<file path="src/rtl/memxfer_pkg.sv">
package memxfer_pkg;

  typedef enum logic [1:0] {
    XF_IDLE  = 2'd0,
    XF_READ  = 2'd1,
    XF_WRITE = 2'd2
  } xfer_t;

  // Read wins when both requests arrive in the same cycle.
  function automatic xfer_t pick_op(input logic rd, input logic wr);
    if (rd)      return XF_READ;
    else if (wr) return XF_WRITE;
    else         return XF_IDLE;
  endfunction

  function automatic logic is_idle(input xfer_t s);
    return (s == XF_IDLE);
  endfunction

endpackage

</file>
<file path="src/rtl/memxfer_addr_reg.sv">
module memxfer_addr_reg #(
  parameter int ADDR_W = 16
) (
  input  logic              clk,
  input  logic              rst_n,
  input  logic              load_en,
  input  logic [ADDR_W-1:0] bus_val,
  output logic [ADDR_W-1:0] addr_q
);
  always_ff @(posedge clk) begin
    if (!rst_n)       addr_q <= '0;
    else if (load_en) addr_q <= bus_val;
  end
endmodule

</file>
<file path="src/rtl/memxfer_data_reg.sv">
module memxfer_data_reg #(
  parameter int DATA_W = 32
) (
  input  logic              clk,
  input  logic              rst_n,
  input  logic              load_int,
  input  logic [DATA_W-1:0] int_val,
  input  logic              load_ext,
  input  logic [DATA_W-1:0] ext_val,
  output logic [DATA_W-1:0] data_q
);
  // The returned memory word takes priority over an internal-bus load.
  always_ff @(posedge clk) begin
    if (!rst_n)        data_q <= '0;
    else if (load_ext) data_q <= ext_val;
    else if (load_int) data_q <= int_val;
  end
endmodule

</file>
<file path="src/rtl/memxfer_seq.sv">
module memxfer_seq
  import memxfer_pkg::*;
(
  input  logic  clk,
  input  logic  rst_n,
  input  logic  rd_req,
  input  logic  wr_req,
  input  logic  mem_done,
  output xfer_t state,
  output logic  accept,
  output logic  finish
);
  always_comb begin
    accept = is_idle(state) && (rd_req || wr_req);
    finish = !is_idle(state) && mem_done;
  end

  always_ff @(posedge clk) begin
    if (!rst_n)      state <= XF_IDLE;
    else if (accept) state <= pick_op(rd_req, wr_req);
    else if (finish) state <= XF_IDLE;
  end
endmodule

</file>
<file path="src/rtl/memxfer_port.sv">
module memxfer_port
  import memxfer_pkg::*;
#(
  parameter int ADDR_W = 16,
  parameter int DATA_W = 32
) (
  input  logic              clk,
  input  logic              rst_n,
  input  logic [DATA_W-1:0] ibus_in,
  input  logic              addr_load,
  input  logic              dreg_load_int,
  input  logic              dreg_load_ext,
  input  logic              dreg_drive_int,
  input  logic              dreg_drive_ext,
  input  logic              rd_req,
  input  logic              wr_req,
  output logic [DATA_W-1:0] ibus_out,
  output logic              ibus_out_en,
  output logic [ADDR_W-1:0] mem_addr,
  output logic              mem_rd,
  output logic              mem_wr,
  output logic [DATA_W-1:0] mem_wdata,
  output logic              mem_wdata_en,
  input  logic [DATA_W-1:0] mem_rdata,
  input  logic              mem_done,
  output logic              done,
  output logic              busy
);
  xfer_t             st;
  logic              ev_accept;
  logic              ev_finish;
  logic              ev_mar_wr;
  logic              ev_int_wr;
  logic              ev_ext_wr;
  logic [DATA_W-1:0] mdr_q;

  memxfer_seq u_seq (
    .clk      (clk),
    .rst_n    (rst_n),
    .rd_req   (rd_req),
    .wr_req   (wr_req),
    .mem_done (mem_done),
    .state    (st),
    .accept   (ev_accept),
    .finish   (ev_finish)
  );

  assign busy      = !is_idle(st);
  assign ev_mar_wr = addr_load && !busy;
  assign ev_ext_wr = dreg_load_ext && ev_finish && (st == XF_READ);
  assign ev_int_wr = dreg_load_int && (st != XF_WRITE);

  memxfer_addr_reg #(.ADDR_W(ADDR_W)) u_mar (
    .clk     (clk),
    .rst_n   (rst_n),
    .load_en (ev_mar_wr),
    .bus_val (ibus_in[ADDR_W-1:0]),
    .addr_q  (mem_addr)
  );

  memxfer_data_reg #(.DATA_W(DATA_W)) u_mdr (
    .clk      (clk),
    .rst_n    (rst_n),
    .load_int (ev_int_wr),
    .int_val  (ibus_in),
    .load_ext (ev_ext_wr),
    .ext_val  (mem_rdata),
    .data_q   (mdr_q)
  );

  assign mem_rd       = (st == XF_READ);
  assign mem_wr       = (st == XF_WRITE);
  assign done         = ev_finish;
  assign ibus_out     = dreg_drive_int ? mdr_q : '0;
  assign ibus_out_en  = dreg_drive_int;
  assign mem_wdata    = mdr_q;
  assign mem_wdata_en = dreg_drive_ext;
endmodule

</file>
<file path="config.mk">
export PLATFORM = sky130hd
export DESIGN_NAME = memxfer_port
export DESIGN_NICKNAME = d
export VERILOG_FILES = /design/src/rtl/memxfer_pkg.sv /design/src/rtl/memxfer_addr_reg.sv /design/src/rtl/memxfer_data_reg.sv /design/src/rtl/memxfer_seq.sv /design/src/rtl/memxfer_port.sv
export SDC_FILE = /design/constraint.sdc
export NUM_CORES = 1
export LEC_CHECK = 0
export ABC_AREA = 1
export BUFFER_PORTS_ARGS = -buffer_cell sky130_fd_sc_hd__buf_2
export CAP_MARGIN = 25
export CORE_UTILIZATION = 40
export CTS_BUF_LIST = sky130_fd_sc_hd__clkbuf_2
export CTS_CLUSTER_SIZE = 10
export DETAILED_ROUTE_END_ITERATION = 7
export GPL_ROUTABILITY_DRIVEN = 0
export MAX_ROUTING_LAYER = met4
export PLACE_DENSITY = 0.85
export SLEW_MARGIN = 10
export SYNTH_ARGS = -nofsm -noshare
export SYNTH_HDL_FRONTEND = slang
export SYNTH_SLANG_ARGS = --single-unit
</file>
<file path="constraint.sdc">
create_clock -name clk -period 1.25 [get_ports clk]
set_input_delay 0.3125 -clock clk [delete_from_list [all_inputs] [get_ports clk]]
set_output_delay 0.3125 -clock clk [all_outputs]
set_load 0.01 [all_outputs]
</file>
==> impl_metrics.yaml, run 1 <==
pwr:
  powerDensity_nw_per_um2: 859
  fin_total_pwr_w: 0.00418
  peakVddDrop_v: 0.000572
  leakage_nw: 2.83
routing:
  vias: 3626
  wl_per_cell_um: 16.7
  final_antenna_net_count: 0
  first_pass_iters: 5
  drc_errors: 0
  finalWirelength_mm: 11.3
  via_per_inst: 5.35
  drtIter0Drc: 248
logic_synthesis:
  ys_top_cells_by_count: "nand3_1, nand2_1, inv_1"
  ys_warn_count: 0
  yosysMostFrequentCell: "nand3_1"
  ys_async_sr_fraction_pct: 0
  synthCells: 406
  yosys.area.top_type: "dfxtp_1"
  synth_nets: 480
  synth.top_cell.area_share_pct: 38.6
  syn_area_per_cell_sq_um: 6.39
  synth_area_sq_um: 2600
  synth_edf_count: 0
  synthTopCellsByArea: "dfxtp_1, nand3_1, nand2_1"
  synth-seq-cells: 50
  yosysSeqAreaShare_pct: 38.6
  synthDistinctLibCells: 20
  yosys_most_used_dff: "dfxtp_1"
grt:
  grtUsageTotal_pct: 29.0
  grt_pass1_wl_mm: 14.3
  grt_max_degree: 34
  gr-total-overflow: 0
  antenna_found_initial: 0
  grt_pass1_vias: 3092
final_layout:
  final_util_pct: 79.8
  drive_above_1_share_pct: 53.9
  final_nets: 676
  seq_area_sq_um: 1080
  area_delta_synth_final_pct: 87.3
  diodes: 0
  fillers: 370
  multi_input_area_sq_um: 1340
worst_setup_path:
  critical_path_arrival_ns: 1.38
  end_kind: "output pin"
  crit_top_cell: "buf_6"
  critPathKind: "reg -> out"
  start_kind: "register"
  critPathSlowestCell: "dfxtp_2"
  crit_fanout: 3
  critPathMaxStageDelay_ns: 0.42
  crit_required_ns: 0.94
  path_cells: "buf_6 -> nor2_4 -> buf_6 -> nor2_2 -> buf_2"
sta:
  fin_tns_setup_ns: -16.45
  drv_slew: 0
  tightest_slew_ns: 0.314
  setup_viol: 116
  setup_slack_ns: -0.447
  finalHoldViolCount: 0
  slew-limit-headroom_pct: 79.1
  fin_skew_ns: 0.0337
  period_minus_slack_ns: 1.70
  rsz0062_at_grt: "yes"
  fin_crit_sh_pct: 136
  max_freq_mhz: 589
clock_tree:
  cts_tree: "yes"
  root_buffer: "clkbuf_2"
  cts_buffers: 5
  cts_sinks: 50
  worstSkewPairLatency_ns: 0.46
  clockBufferDepth: 2
  clk_pin_slew_ns: 0.30
  htree_num_levels: 2
min_path:
  hold_class: "in -> reg"
placement:
  io_buffers: 157
  hpwl_mm: 5.89
status:
  violations: "setup timing"
  status: "finished with violations"
die:
  die_h_um: 82.6
  num_rows: 28
  core-area_sq_um: 6100
  start_util_pct: 42.6
  io_pins: 160
  dieArea_sq_um: 6820
  die_width_um: 82.6
flow_run:
  cap_viol_max_count: 0
cells in the final DEF (no fill, tap or decap), types with 7 or more instances in the layout:
| cell | instances |
|---|---|
| inv_2 | 11 |
| buf_6 | 81 |
| inv_1 | 60 |
| nor2_1 | 32 |
| o21ai_1 | 10 |
| dfxtp_4 | 7 |
| buf_2 | 99 |
| buf_4 | 18 |
| nand2_2 | 12 |
| buf_12 | 10 |
| nand3_1 | 110 |
| nand3_2 | 17 |
| nand2_1 | 57 |
| buf_16 | 7 |
| dfxtp_2 | 43 |
cell families after synthesis:
group	synth area share [%]
flip-flops	38.6
buffers and inverters	16.2
AND/OR/NAND/NOR	41.3
AO/OA/AOI/OAI	3.90
sequential cells by signal, indices dropped and copies added (netlist names):
| name | count |
|---|---|
| u_seq.state | 2 |
| u_mar.addr_q | 16 |
| u_mdr.data_q | 32 |
per-layer routing:
layer | vias up | global-route usage [%] | part of all wire (%)
li1 | 1677 | - | -
met1 | 1661 | 31.3 | 37
met2 | 254 | 52.2 | 52
met3 | 34 | 5.27 | 8.2
met4 | 0 | 11.6 | 2.7
met5 | - | - | 0
worst max-delay path: cells and delay by family (launching register included):
family / cells / cell delay [ns]
buf+inv: 3 / 0.37
flops: 1 / 0.42
simple gates: 2 / 0.13
path summary, 6_finish.rpt:
path                   start          endpoint  slack, ns  depth (start not counted)
min reg2reg  u_mar.addr_q[7]   u_mar.addr_q[7]       0.51                          2
min                   rd_req    u_seq.state[0]       0.04                          3
max reg2reg   u_seq.state[0]  u_mdr.data_q[24]      -0.29                         11
max           u_seq.state[0]              done      -0.45                          5
stage by stage:
step	instance area (sq um)	instances	hold slack [ns]	setup slack (ns)
global route	4860	678	0.0440	-0.478
floorplan	2600	406	0.453	0.0968
global placement	3520	624	0.457	-0.132
finish	4860	678	0.0449	-0.447
detailed placement	3520	624	0.464	-0.208
CTS	4430	654	0.0655	-0.389
final cells by class:
class	instances	area share [%]
timing repair inverter	1	0.0772
clock buffer	5	0.515
sequential	50	22.2
multi-input combinational	255	27.6
inverter	71	5.58
clock inverter	3	0.515
timing repair buffer	218	41.5
tap	75	1.93
what timing repair did:
| action | 4_1_cts | 5_1_grt |
|---|---|---|
| gates resized for setup | 136 | 65 |
| pin swaps | 3 | 12 |
| buffers inserted | 12 | 21 |
| gates cloned | 10 | 3 |
| hold buffers | 0 | 0 |
| setup endpoints to repair | 91 | 129 |
| endpoints found under the hold margin | 0 | 0 |
power by group:
part	leakage (nW)	switching [W]	internal (W)
combinational	2.37	0.000730	0.000840
sequential	0.433	0.000121	0.00174
clock	0.0296	0.000591	0.000149
total	2.83	0.00144	0.00273
(Power assumes the default switching activity.)
==> inputs of run 2 (changes only) <==
--- a/config.mk
+++ b/config.mk
@@ -8,13 +8,15 @@
 export ABC_AREA = 1
 export BUFFER_PORTS_ARGS = -buffer_cell sky130_fd_sc_hd__buf_2
 export CAP_MARGIN = 25
-export CORE_UTILIZATION = 40
+export CELL_PAD_IN_SITES_DETAIL_PLACEMENT = 1
+export CELL_PAD_IN_SITES_GLOBAL_PLACEMENT = 1
+export CORE_UTILIZATION = 26
 export CTS_BUF_LIST = sky130_fd_sc_hd__clkbuf_2
 export CTS_CLUSTER_SIZE = 10
 export DETAILED_ROUTE_END_ITERATION = 7
 export GPL_ROUTABILITY_DRIVEN = 0
 export MAX_ROUTING_LAYER = met4
-export PLACE_DENSITY = 0.85
+export PLACE_DENSITY = 0.86
 export SLEW_MARGIN = 10
 export SYNTH_ARGS = -nofsm -noshare
 export SYNTH_HDL_FRONTEND = slang
==> run 2 against run 1 <==
Net effect:
- the flow still finishes with violations (setup timing)
- sequential share of layout area is 0.88 points lower
- die area is 52% higher
- worst hold slack better by 0.079 ns
- count of clock-buffer cells in the layout is the same
- clock power grew 45%
==> impl_metrics.yaml, run 2 (synthesis results as in run 1) <==
worst_setup_path:
  critPathSlowestCell: "dfxtp_2"
  critical_path_arrival_ns: 1.26
  r2r_end: "u_mdr.data_q[5]"
  critPathMaxStageDelay_ns: 0.39
  path_buf_inv: 3
  r2r_start: "u_seq.state[0]"
  cp_top_family: "flip-flops"
  crit_top_cell: "buf_6"
  end_kind: "output pin"
  crit_fanout: 3
  critPathKind: "reg -> out"
  path_cells: "buf_6 -> nor2_4 -> buf_6 -> nor2_1 -> buf_2"
  start_kind: "register"
  r2r_slack_ns: -0.29
  crit_required_ns: 0.94
  rr_worst_depth: 11
die:
  die_width_um: 102
  start_util_pct: 26.7
  core-area_sq_um: 9730
  io_pins: 160
  die_h_um: 102
  dieArea_sq_um: 10400
  num_rows: 36
sta:
  drv_slew: 0
  tightest_slew_ns: 0.279
  slew-limit-headroom_pct: 81.4
  setup_slack_ns: -0.319
  holdWs_ns: 0.124
  fin_tns_setup_ns: -13.75
  max_freq_mhz: 637
  fin_crit_sh_pct: 126
  period_minus_slack_ns: 1.57
  finalHoldViolCount: 0
  fin_skew_ns: 0.0273
  setup_viol: 96
  rsz0062_at_grt: "yes"
final_layout:
  reg.largest.list: "u_mdr.data_q: 32 flops, u_mar.addr_q: 16 flops, u_seq.state: 2 flops"
  largest_reg_flops: 32
  drive_above_1_share_pct: 53.3
  regMostFlops: "u_mdr.data_q"
  stdcell_area_sq_um: 5060
  layout_commonest_cell: "nand3_1"
  area_delta_synth_final_pct: 95.0
  diodes: 0
  final_cells: 746
  seq_area_sq_um: 1080
  multi_input_area_sq_um: 1280
  final_cell_mix: "nand3_1, buf_2, buf_6, inv_1, nand2_1"
  final_nets: 686
  fillers: 1222
grt:
  gr-total-overflow: 0
  grt_max_degree: 50
  grtUsageTotal_pct: 23.0
  grt_pass1_vias: 3574
  antenna_found_initial: 0
  grt_pass1_wl_mm: 17.6
clock_tree:
  root_buffer: "clkbuf_2"
  cts_sinks: 50
  htree_num_levels: 2
  cts_hold_buffers: 0
  clockBufferDepth: 2
  clk_pin_slew_ns: 0.24
  cts_buffers: 5
  worstSkewPairLatency_ns: 0.42
  cts_tree: "yes"
routing:
  via_per_inst: 4.77
  drtIter0Drc: 119
  finalWirelength_mm: 12.6
  vias: 3558
  first_pass_iters: 6
  drc_errors: 0
  wl_per_cell_um: 16.9
  final_antenna_net_count: 0
min_path:
  worstHoldStart: "rd_req"
  min_to: "u_seq.state[0]"
  hold_class: "in -> reg"
  hold_depth: 3
pwr:
  leakage_nw: 2.86
  powerDensity_nw_per_um2: 895
  peakVddDrop_v: 0.000438
placement:
  io_buffers: 157
  hpwl_mm: 7.20
  dpl-instance-area_sq_um: 3660
  dp.cells: 684
  place_ws_ns: -0.0349
status:
  violations: "setup timing"
  status: "finished with violations"
flow_run:
  cap_viol_max_count: 0
==> run 2: worst register-to-register path, delay by kind of cell, from the launching register on <==
family	cells	cell delay [ns]
DFF	1	0.40
buffers and inverters	6	0.64
and+or+nand+nor	5	0.45
==> run 2: worst max-delay path by stage <==
stage	start	endpoint	depth (start not counted)
after global routing	u_seq.state[0]	done	5
after CTS	u_seq.state[0]	done	5
after detailed placement	u_seq.state[1]	u_mdr.data_q[18]	7
after floorplan	u_seq.state[0]	u_mdr.data_q[0]	8
after global placement	u_seq.state[1]	done	4
final	u_seq.state[0]	done	5
==> run 2: final cells by class <==
class,count,area share [%]
timing repair buffer,228,43.0
sequential,50,21.4
inverter,71,5.36
clock inverter,3,1.26
clock buffer,5,0.494
tap,133,3.29
multi-input combinational,256,25.2
==> run 2: timing repair <==
item / in CTS / in global routing
pin swaps: 3 / 1
gates resized for setup: 121 / 81
setup endpoints to repair: 116 / 132
cloned: 8 / 1
setup buffers: 21 / 24
==> run 2: power breakdown <==
group,internal (W),total (W),switching [W]
Clock,0.000532,0.00107,0.000541
Combinational,0.000854,0.00159,0.000738
Sequential,0.00174,0.00187,0.000123
==> run 2: per-layer routing <==
| metal | share of wire (%) | routed length (um) | global-route usage, % |
|---|---|---|---|
| met1 | 39 | 4940 | 25.7 |
| met3 | 4.2 | 532 | 3.01 |
| met4 | 1.4 | 170 | 8.79 |
| met5 | 0 | 0 | - |
| met2 | 55 | 6950 | 41.6 |
==> run 2: per-stage QoR <==
stage | power, W | util [%]
after floorplan | 0.00237 | -
after global placement | 0.00285 | 37.6
after detailed placement | 0.00289 | 37.6
after CTS | 0.00435 | 47.1
after global routing | 0.00476 | 52.0
final | 0.00453 | 52.0
